[src/rtl/adma_pkg.sv]
package adma_pkg;
  localparam int REG_W = 32;

  localparam logic [7:0] OFS_CTRL   = 8'h10;
  localparam logic [7:0] OFS_STAT   = 8'h14;
  localparam logic [7:0] OFS_RING   = 8'h1C;
  localparam logic [7:0] OFS_BASELO = 8'h20;
  localparam logic [7:0] OFS_BASEHI = 8'h24;
  localparam logic [7:0] OFS_COUNT  = 8'h28;
  localparam logic [7:0] OFS_BPC    = 8'h44;

  localparam int B_EN    = 0;
  localparam int B_SRST  = 1;
  localparam int B_PIE   = 13;
  localparam int B_TIE   = 14;
  localparam int B_WID   = 16;
  localparam int B_CHN   = 19;
  localparam int B_DONE  = 31;
  localparam int B_CSTAT = 29;

  // Size of the whole ring in bytes.
  function automatic logic [REG_W-1:0] ring_bytes(input logic [15:0] nper,
                                                  input logic [15:0] pbytes);
    return REG_W'(nper) * REG_W'(pbytes);
  endfunction

  // Byte position after one beat, before any wrap.
  function automatic logic [REG_W-1:0] advance(input logic [REG_W-1:0] pos,
                                               input int unsigned step);
    return pos + REG_W'(step);
  endfunction
endpackage

[src/rtl/adma_rst_seq.sv]
module adma_rst_seq #(
  parameter int RST_CYCLES = 4
) (
  input  logic clk,
  input  logic rst_n,
  input  logic start,
  output logic busy,
  output logic clr
);
  localparam int TW = $clog2(RST_CYCLES + 1);
  logic [TW-1:0] left_q;

  always_ff @(posedge clk) begin
    if (!rst_n)          left_q <= '0;
    else if (start)      left_q <= TW'(RST_CYCLES);
    else if (left_q != 0) left_q <= left_q - 1'b1;
  end

  assign busy = (left_q != 0);
  assign clr  = start | busy;
endmodule

[src/rtl/adma_xfer_count.sv]
module adma_xfer_count
  import adma_pkg::*;
#(
  parameter int BEAT_BYTES = 8
) (
  input  logic             clk,
  input  logic             rst_n,
  input  logic             fire,
  input  logic             clr,
  input  logic [15:0]      pbytes,
  input  logic [15:0]      nper,
  output logic [REG_W-1:0] count,
  output logic             period_hit,
  output logic             ring_wrap
);
  logic [REG_W-1:0] cnt_q, pos_q, ring, cnt_sum, pos_sum;

  always_comb begin
    ring       = ring_bytes(nper, pbytes);
    cnt_sum    = advance(cnt_q, BEAT_BYTES);
    pos_sum    = advance(pos_q, BEAT_BYTES);
    period_hit = fire && !clr && (pos_sum >= REG_W'(pbytes));
    ring_wrap  = fire && !clr && (cnt_sum >= ring);
  end

  always_ff @(posedge clk) begin
    if (!rst_n || clr) begin
      cnt_q <= '0;
      pos_q <= '0;
    end else if (fire) begin
      cnt_q <= ring_wrap ? '0 : cnt_sum;
      pos_q <= ring_wrap ? '0 : (period_hit ? pos_sum - REG_W'(pbytes) : pos_sum);
    end
  end

  assign count = cnt_q;

  p_count_in_ring_r4: assert property (@(posedge clk) disable iff (!rst_n)
    (fire && !clr && ring != 0) |=> (cnt_q < $past(ring)));

  p_hold_without_beat_r3: assert property (@(posedge clk) disable iff (!rst_n)
    (!fire && !clr) |=> $stable(cnt_q));
endmodule

[src/rtl/adma_chan_regs.sv]
module adma_chan_regs
  import adma_pkg::*;
#(
  parameter int ADDR_W     = 8,
  parameter int BEAT_BYTES = 8,
  parameter int RST_CYCLES = 4
) (
  input  logic              clk,
  input  logic              rst_n,
  input  logic              reg_we,
  input  logic [ADDR_W-1:0] reg_addr,
  input  logic [REG_W-1:0]  reg_wdata,
  output logic [REG_W-1:0]  reg_rdata,
  input  logic              beat_valid,
  output logic              beat_ready,
  input  logic              chan_status_valid,
  output logic [63:0]       buf_addr,
  output logic              irq
);
  logic              en_q, pie_q, tie_q;
  logic [2:0]        wid_q;
  logic [3:0]        chn_q;
  logic [15:0]       nper_q, pbytes_q;
  logic [REG_W-1:0]  base_lo_q, base_hi_q, bpc_q;
  logic              done_q, cstat_q;

  logic              rst_busy, clr, srst_start, beat_fire;
  logic              period_hit, ring_wrap;
  logic [REG_W-1:0]  xfer_count;

  wire wr_ctrl = reg_we && (reg_addr == ADDR_W'(OFS_CTRL)) && !rst_busy;
  wire wr_stat = reg_we && (reg_addr == ADDR_W'(OFS_STAT));
  wire clr_done = wr_stat && reg_wdata[B_DONE];

  assign srst_start = wr_ctrl && reg_wdata[B_SRST];
  assign beat_ready = en_q && !rst_busy;
  assign beat_fire  = beat_valid && beat_ready;

  adma_rst_seq #(.RST_CYCLES(RST_CYCLES)) u_rst (
    .clk(clk), .rst_n(rst_n), .start(srst_start), .busy(rst_busy), .clr(clr)
  );

  adma_xfer_count #(.BEAT_BYTES(BEAT_BYTES)) u_cnt (
    .clk(clk), .rst_n(rst_n), .fire(beat_fire), .clr(clr),
    .pbytes(pbytes_q), .nper(nper_q), .count(xfer_count),
    .period_hit(period_hit), .ring_wrap(ring_wrap)
  );

  always_ff @(posedge clk) begin
    if (!rst_n) begin
      en_q <= 1'b0; pie_q <= 1'b0; tie_q <= 1'b0;
      wid_q <= '0; chn_q <= '0;
    end else if (wr_ctrl) begin
      en_q  <= reg_wdata[B_EN] && !reg_wdata[B_SRST];
      pie_q <= reg_wdata[B_PIE];
      tie_q <= reg_wdata[B_TIE];
      wid_q <= reg_wdata[B_WID +: 3];
      chn_q <= reg_wdata[B_CHN +: 4];
    end
  end

  always_ff @(posedge clk) begin
    if (!rst_n) begin
      nper_q <= '0; pbytes_q <= '0;
      base_lo_q <= '0; base_hi_q <= '0; bpc_q <= '0;
    end else if (reg_we) begin
      case (reg_addr)
        ADDR_W'(OFS_RING):   {nper_q, pbytes_q} <= reg_wdata;
        ADDR_W'(OFS_BASELO): base_lo_q <= reg_wdata;
        ADDR_W'(OFS_BASEHI): base_hi_q <= reg_wdata;
        ADDR_W'(OFS_BPC):    bpc_q <= reg_wdata;
        default: ;
      endcase
    end
  end

  // Flags: a completing period wins over a same-cycle clearing write.
  always_ff @(posedge clk) begin
    if (!rst_n || clr) begin
      done_q  <= 1'b0;
      cstat_q <= 1'b0;
    end else begin
      if (period_hit)    done_q <= 1'b1;
      else if (clr_done) done_q <= 1'b0;
      if (chan_status_valid) cstat_q <= 1'b1;
    end
  end

  always_comb begin
    reg_rdata = '0;
    case (reg_addr)
      ADDR_W'(OFS_CTRL): begin
        reg_rdata[B_EN]       = en_q;
        reg_rdata[B_SRST]     = rst_busy;
        reg_rdata[B_PIE]      = pie_q;
        reg_rdata[B_TIE]      = tie_q;
        reg_rdata[B_WID +: 3] = wid_q;
        reg_rdata[B_CHN +: 4] = chn_q;
      end
      ADDR_W'(OFS_STAT): begin
        reg_rdata[B_DONE]  = done_q;
        reg_rdata[B_CSTAT] = cstat_q;
      end
      ADDR_W'(OFS_RING):   reg_rdata = {nper_q, pbytes_q};
      ADDR_W'(OFS_BASELO): reg_rdata = base_lo_q;
      ADDR_W'(OFS_BASEHI): reg_rdata = base_hi_q;
      ADDR_W'(OFS_COUNT):  reg_rdata = xfer_count;
      ADDR_W'(OFS_BPC):    reg_rdata = bpc_q;
      default: reg_rdata = '0;
    endcase
  end

  assign buf_addr = {base_hi_q, base_lo_q};
  assign irq      = done_q && pie_q;

  p_hit_sets_flag_r5: assert property (@(posedge clk) disable iff (!rst_n)
    period_hit |=> done_q);

  p_w1c_clears_r6: assert property (@(posedge clk) disable iff (!rst_n)
    (clr_done && !period_hit) |=> !done_q);

  p_reset_quiet_r8: assert property (@(posedge clk) disable iff (!rst_n)
    rst_busy |-> (xfer_count == 0 && !beat_ready && !done_q && !cstat_q));

  p_wrap_to_zero_r4: assert property (@(posedge clk) disable iff (!rst_n)
    ring_wrap |=> (xfer_count == 0));
endmodule

[config.mk]
export PLATFORM = sky130hd
export DESIGN_NAME = adma_chan_regs
export DESIGN_NICKNAME = d
export VERILOG_FILES = /design/src/rtl/adma_pkg.sv /design/src/rtl/adma_rst_seq.sv /design/src/rtl/adma_xfer_count.sv /design/src/rtl/adma_chan_regs.sv
export SDC_FILE = /design/constraint.sdc
export NUM_CORES = 1
export LEC_CHECK = 0
export ABC_AREA = 1
export BUFFER_PORTS_ARGS = -buffer_cell sky130_fd_sc_hd__buf_4
export CAP_MARGIN = 0
export CORE_AREA = 2 2 248 250
export DETAILED_ROUTE_END_ITERATION = 10
export DIE_AREA = 0 0 250 252
export GPL_TIMING_DRIVEN = 0
export PLACE_DENSITY = 0.55
export SYNTH_ARGS = -nofsm -noshare
export SYNTH_HDL_FRONTEND = slang
export SYNTH_SLANG_ARGS = --single-unit
[constraint.sdc]
create_clock -name clk -period 9.95 [get_ports clk]
set_input_delay 0.4975 -clock clk [delete_from_list [all_inputs] [get_ports clk]]
set_output_delay 0.4975 -clock clk [all_outputs]
set_load 0.005 [all_outputs]
==> results.rst <==
.. list-table::
   :header-rows: 1

   * - Metric
     - Value
   * - Outcome
     - finished clean
   * - Final worst slack
     - 870.4 ps
   * - Commonest cells after routing, fill and taps aside
     - nand2_1, inv_1, a21oi_1
   * - Iter 0 DRT Violations
     - 1,583
   * - Cell with the largest stage delay on the worst path
     - clkbuf_1
   * - Sw frac
     - 0.2629
   * - Final-layout fill cell count
     - 6,564
   * - TritonCTS Buffers
     - 23
   * - Capture instance of the worst register-to-register path
     - u_cnt.pos_q[14]$_SDFFE_PP0P_
   * - Count of input and output buffers
     - 141
   * - Clk root buf
     - clkbuf_16
   * - Maximum clock frequency
     - 0.1101 GHz
   * - Fraction of the yosys area taken by sequential cells
     - 0.1954
   * - Setup slack on the worst flop-to-flop path
     - 870 ps
   * - Vias per cell
     - 5.026
   * - Post-CTS setup buffer count
     - 0
   * - Clock latency of the later-clocked register in the worst-skew pair
     - 550 ps
   * - Data arrival time of the worst path
     - 9480 ps
   * - Design Power
     - 1.953 mW
   * - Row count
     - 90
   * - Comb pwr share
     - 0.083
   * - Ratio of final minimum period to clock period
     - 0.9125
   * - Most prevalent standard cell on the critical path
     - inv_1
   * - Flip-flop and latch count after synthesis
     - 204
   * - Most common library cell in the layout ignoring fill and taps
     - nand2_1
   * - Share of cells above drive strength 1
     - 0.07780
   * - Remaining max-slew budget at the tightest pin
     - 0.2422
   * - Detailed Route WL
     - 74,430 um
   * - Initial Util
     - 0.3476
   * - Area Overhead vs Synth
     - 13.72%
   * - Worst Tran Pin Value
     - 1137 ps
   * - Startpoint type of the worst setup path
     - flop
   * - Inserted Diodes
     - 0
   * - Buffers from clock root to sink, at most
     - 3
   * - Number of routed nets with antenna violations
     - 0
   * - Syn nets
     - 3,374
   * - Share of async-settable or async-resettable flops after synthesis
     - 0
   * - Antenna violations before repair
     - 1
   * - Fin Setup TNS
     - 0 ps
   * - Layout net count
     - 3,540
   * - Power Internal
     - 1.440 mW
   * - CP required
     - 10,350 ps
   * - Synth cell types
     - 50
   * - Die Outline Area
     - 63,000 um^2
   * - I/O pin cnt
     - 143
   * - Wire length of the first global-routing pass
     - 115,000 um
   * - RSZ-0062 raised after global routing
     - no
   * - Clock-pin transition on the worst setup and hold timing paths
     - 70 ps
   * - Type of the setup path with the least slack
     - reg2reg
   * - Post-synth EDFFs
     - 0
   * - Post-synthesis average cell area
     - 7.015 um^2
   * - Cells on worst reg2reg path
     - 37
   * - Type of destination of the critical path
     - flop
   * - Hold Violations, Final
     - 0
   * - Max rail drop VDD
     - 0.1216 mV
   * - Hold Path Depth
     - 3
   * - Pre-antenna DRT Iters
     - 6
   * - Count of endpoints failing setup in the final report
     - 0
   * - CTS tree
     - done
   * - Clock group share of total power
     - 0.492
   * - Die height
     - 252 um
   * - Share of power burned in registers
     - 0.425
   * - Power density over cell area
     - 82.16 nW/um^2
   * - Post-layout minimum cycle time
     - 9080 ps
   * - Biggest cell delay along the critical path
     - 640 ps
   * - Core outline area
     - 60,130 um^2
   * - Psw
     - 513.5 uW
   * - Total gr overflow
     - 0
   * - Dominant synthesized flop cell
     - dfxtp_1
   * - Total global-route track usage
     - 0.2360
   * - Worst hold path startpoint
     - chan_status_valid
   * - Number of instances in the synthesized netlist
     - 2,980
   * - Hold EP
     - cstat_q$_SDFFE_PP0P_
   * - Global placement routability congestion
     - 0.9218
   * - Total of max-cap violations
     - 0
   * - Total number of clock tree sinks
     - 204
   * - Yosys warnings
     - 0
   * - Dpl ws
     - 906.7 ps
   * - Leakage power of the design
     - 11.69 nW
   * - Routed length per placed instance
     - 18.87 um
   * - Setup skew after layout
     - 14.09 ps
   * - Final count of pins violating max slew
     - 0
   * - Remaining DRCs
     - 0
   * - Maximum level of the CTS H-tree
     - 1
   * - Via count of the first global-routing pass
     - 19.45k
   * - Width of the chip
     - 250 um
   * - Number of hold buffers added after cts
     - 0
   * - Hold Crit Class
     - in2reg
   * - Maximum fanout encountered on the critical timing path
     - 10
   * - Maximum number of pins on one net before global-route repair
     - 15
   * - Number of vias in the routed layout
     - 19.82k
   * - Cell area after synthesis
     - 20,900 um^2
   * - Hpwl dp
     - 60,590 um
   * - Launch point of the worst reg-to-reg path
     - nper_q[5]$_SDFFE_PN0P_
   * - PostCTS Resize Cnt
     - 0
## area by class of cell
type | count | area, um^2 | area share
clock buffers | 27 | 610.6 | 0.02569
repair buffers | 141 | 1059 | 0.04453
clock inverters | 14 | 220.2 | 0.009264
plain buffers | 146 | 596.8 | 0.02511
flip-flops and latches | 204 | 4084 | 0.1718
inverters | 594 | 2230 | 0.09379
well taps | 782 | 978.4 | 0.04116
multi-input cells | 2036 | 13990 | 0.5887
## state kept, by name (all words and copies together), names as in the netlist, 3 cells and up
name and count:
base_hi_q 32, base_lo_q 32, bpc_q 32, u_cnt.pos_q 32
u_cnt.count 29, nper_q 16, pbytes_q 16, chn_q 4
u_rst.left_q 3, wid_q 3
## how the worst max path moves through the flow
stage | startpoint | endpoint | cells past startpoint
finish | nper_q[5]$_SDFFE_PN0P_ | u_cnt.pos_q[14]$_SDFFE_PP0P_ | 37
global route | nper_q[5]$_SDFFE_PN0P_ | u_cnt.pos_q[12]$_SDFFE_PP0P_ | 37
CTS | nper_q[5]$_SDFFE_PN0P_ | u_cnt.pos_q[14]$_SDFFE_PP0P_ | 37
detailed placement | nper_q[5]$_SDFFE_PN0P_ | u_cnt.pos_q[14]$_SDFFE_PP0P_ | 37
global placement | nper_q[5]$_SDFFE_PN0P_ | u_cnt.pos_q[14]$_SDFFE_PP0P_ | 37
floorplan | nper_q[7]$_SDFFE_PN0P_ | u_cnt.pos_q[12]$_SDFFE_PP0P_ | 37
## synthesized netlist by cell type, types with 2 or more instances
cell type  instances  share of area
o2111ai_1          9         0.0038
a211oi_1           2        0.00072
nand4_1           11         0.0033
clkinv_1           2        0.00036
o21a_1             4         0.0014
nand2_4            2         0.0011
o221ai_1           5         0.0021
nor2_1           164          0.029
clkbuf_1         130          0.023
inv_2              5        0.00090
nor3_2             3         0.0014
a21oi_2            4         0.0017
fa_1             195           0.19
nand2_2           16         0.0048
inv_1            587           0.11
ha_1             154          0.092
a31oi_1            6         0.0018
o211ai_1           6         0.0022
a21oi_1          253          0.061
o21bai_1           6         0.0022
a21o_1             6         0.0022
xnor2_1           30          0.013
o22ai_1           26         0.0078
buf_1              5        0.00090
buf_2              3        0.00072
o31ai_1            3         0.0011
xor2_1            58          0.024
nand2_1          725           0.13
dfxtp_1          204           0.20
nor2_8             2         0.0019
a221oi_1          24          0.010
nor3_1            16         0.0038
and3_1             2        0.00060
o21ai_0          163          0.039
nor2_2             9         0.0027
nand3_1          100          0.024
buf_4              4         0.0014
nor2_4             9         0.0048
nand3b_1           6         0.0022
buf_6              4         0.0022
nor4_1             8         0.0024
## cells by family (layout without fill, tap and decap cells)
| kind of cell | count (synthesis) | in the layout | synth area share |
|---|---|---|---|
| compound gates | 520 | 520 | 0.1381 |
| xor+xnor | 88 | 88 | 0.03687 |
| fa+ha+maj | 349 | 349 | 0.2789 |
| buf+inv | 740 | 922 | 0.1352 |
| flops | 204 | 204 | 0.1954 |
| simple gates | 1079 | 1079 | 0.2155 |
## through the flow
step | instance area (um^2) | hold slack [ps] | util | cells
2_1_floorplan | 20900 | 424.5 | - | 2980
5_1_grt | 23770 | 192.9 | 0.3953 | 3944
3_3_place_gp | 22940 | 440.5 | 0.3815 | 3903
6_report | 23770 | 173.4 | 0.3953 | 3944
4_1_cts | 23770 | 157.1 | 0.3953 | 3944
3_5_place_dp | 22940 | 444.1 | 0.3815 | 3903
## power groups by stage
stage               Combinational (mW)  Clock, mW  Sequential (mW)
floorplan                       0.0879          0            0.846
global placement                 0.161          0            0.848
detailed placement               0.161          0            0.848
CTS                              0.162      0.969            0.830
global route                     0.176       1.00            0.830
finish                           0.162      0.961            0.830
## worst max-delay path: cells and delay by family (launching register included)
family | cells | cell delay, ps
xor gates and xnor gates | 1 | 170
DFF | 1 | 300
AOI/OAI and AO/OA | 5 | 850
and+or+nand+nor | 11 | 1530
buffers and inverters | 12 | 2250
adders and majority gates | 8 | 3780
## routing by layer
layer,GRT usage,vias to the layer above,share of wire
met5,0,-,0.000040
met4,0.07819,2,0.032
met3,0.02352,113,0.063
met2,0.3780,686,0.44
met1,0.3331,9427,0.46
li1,-,9595,-
Note: power is estimated with default switching activity, not from simulation.
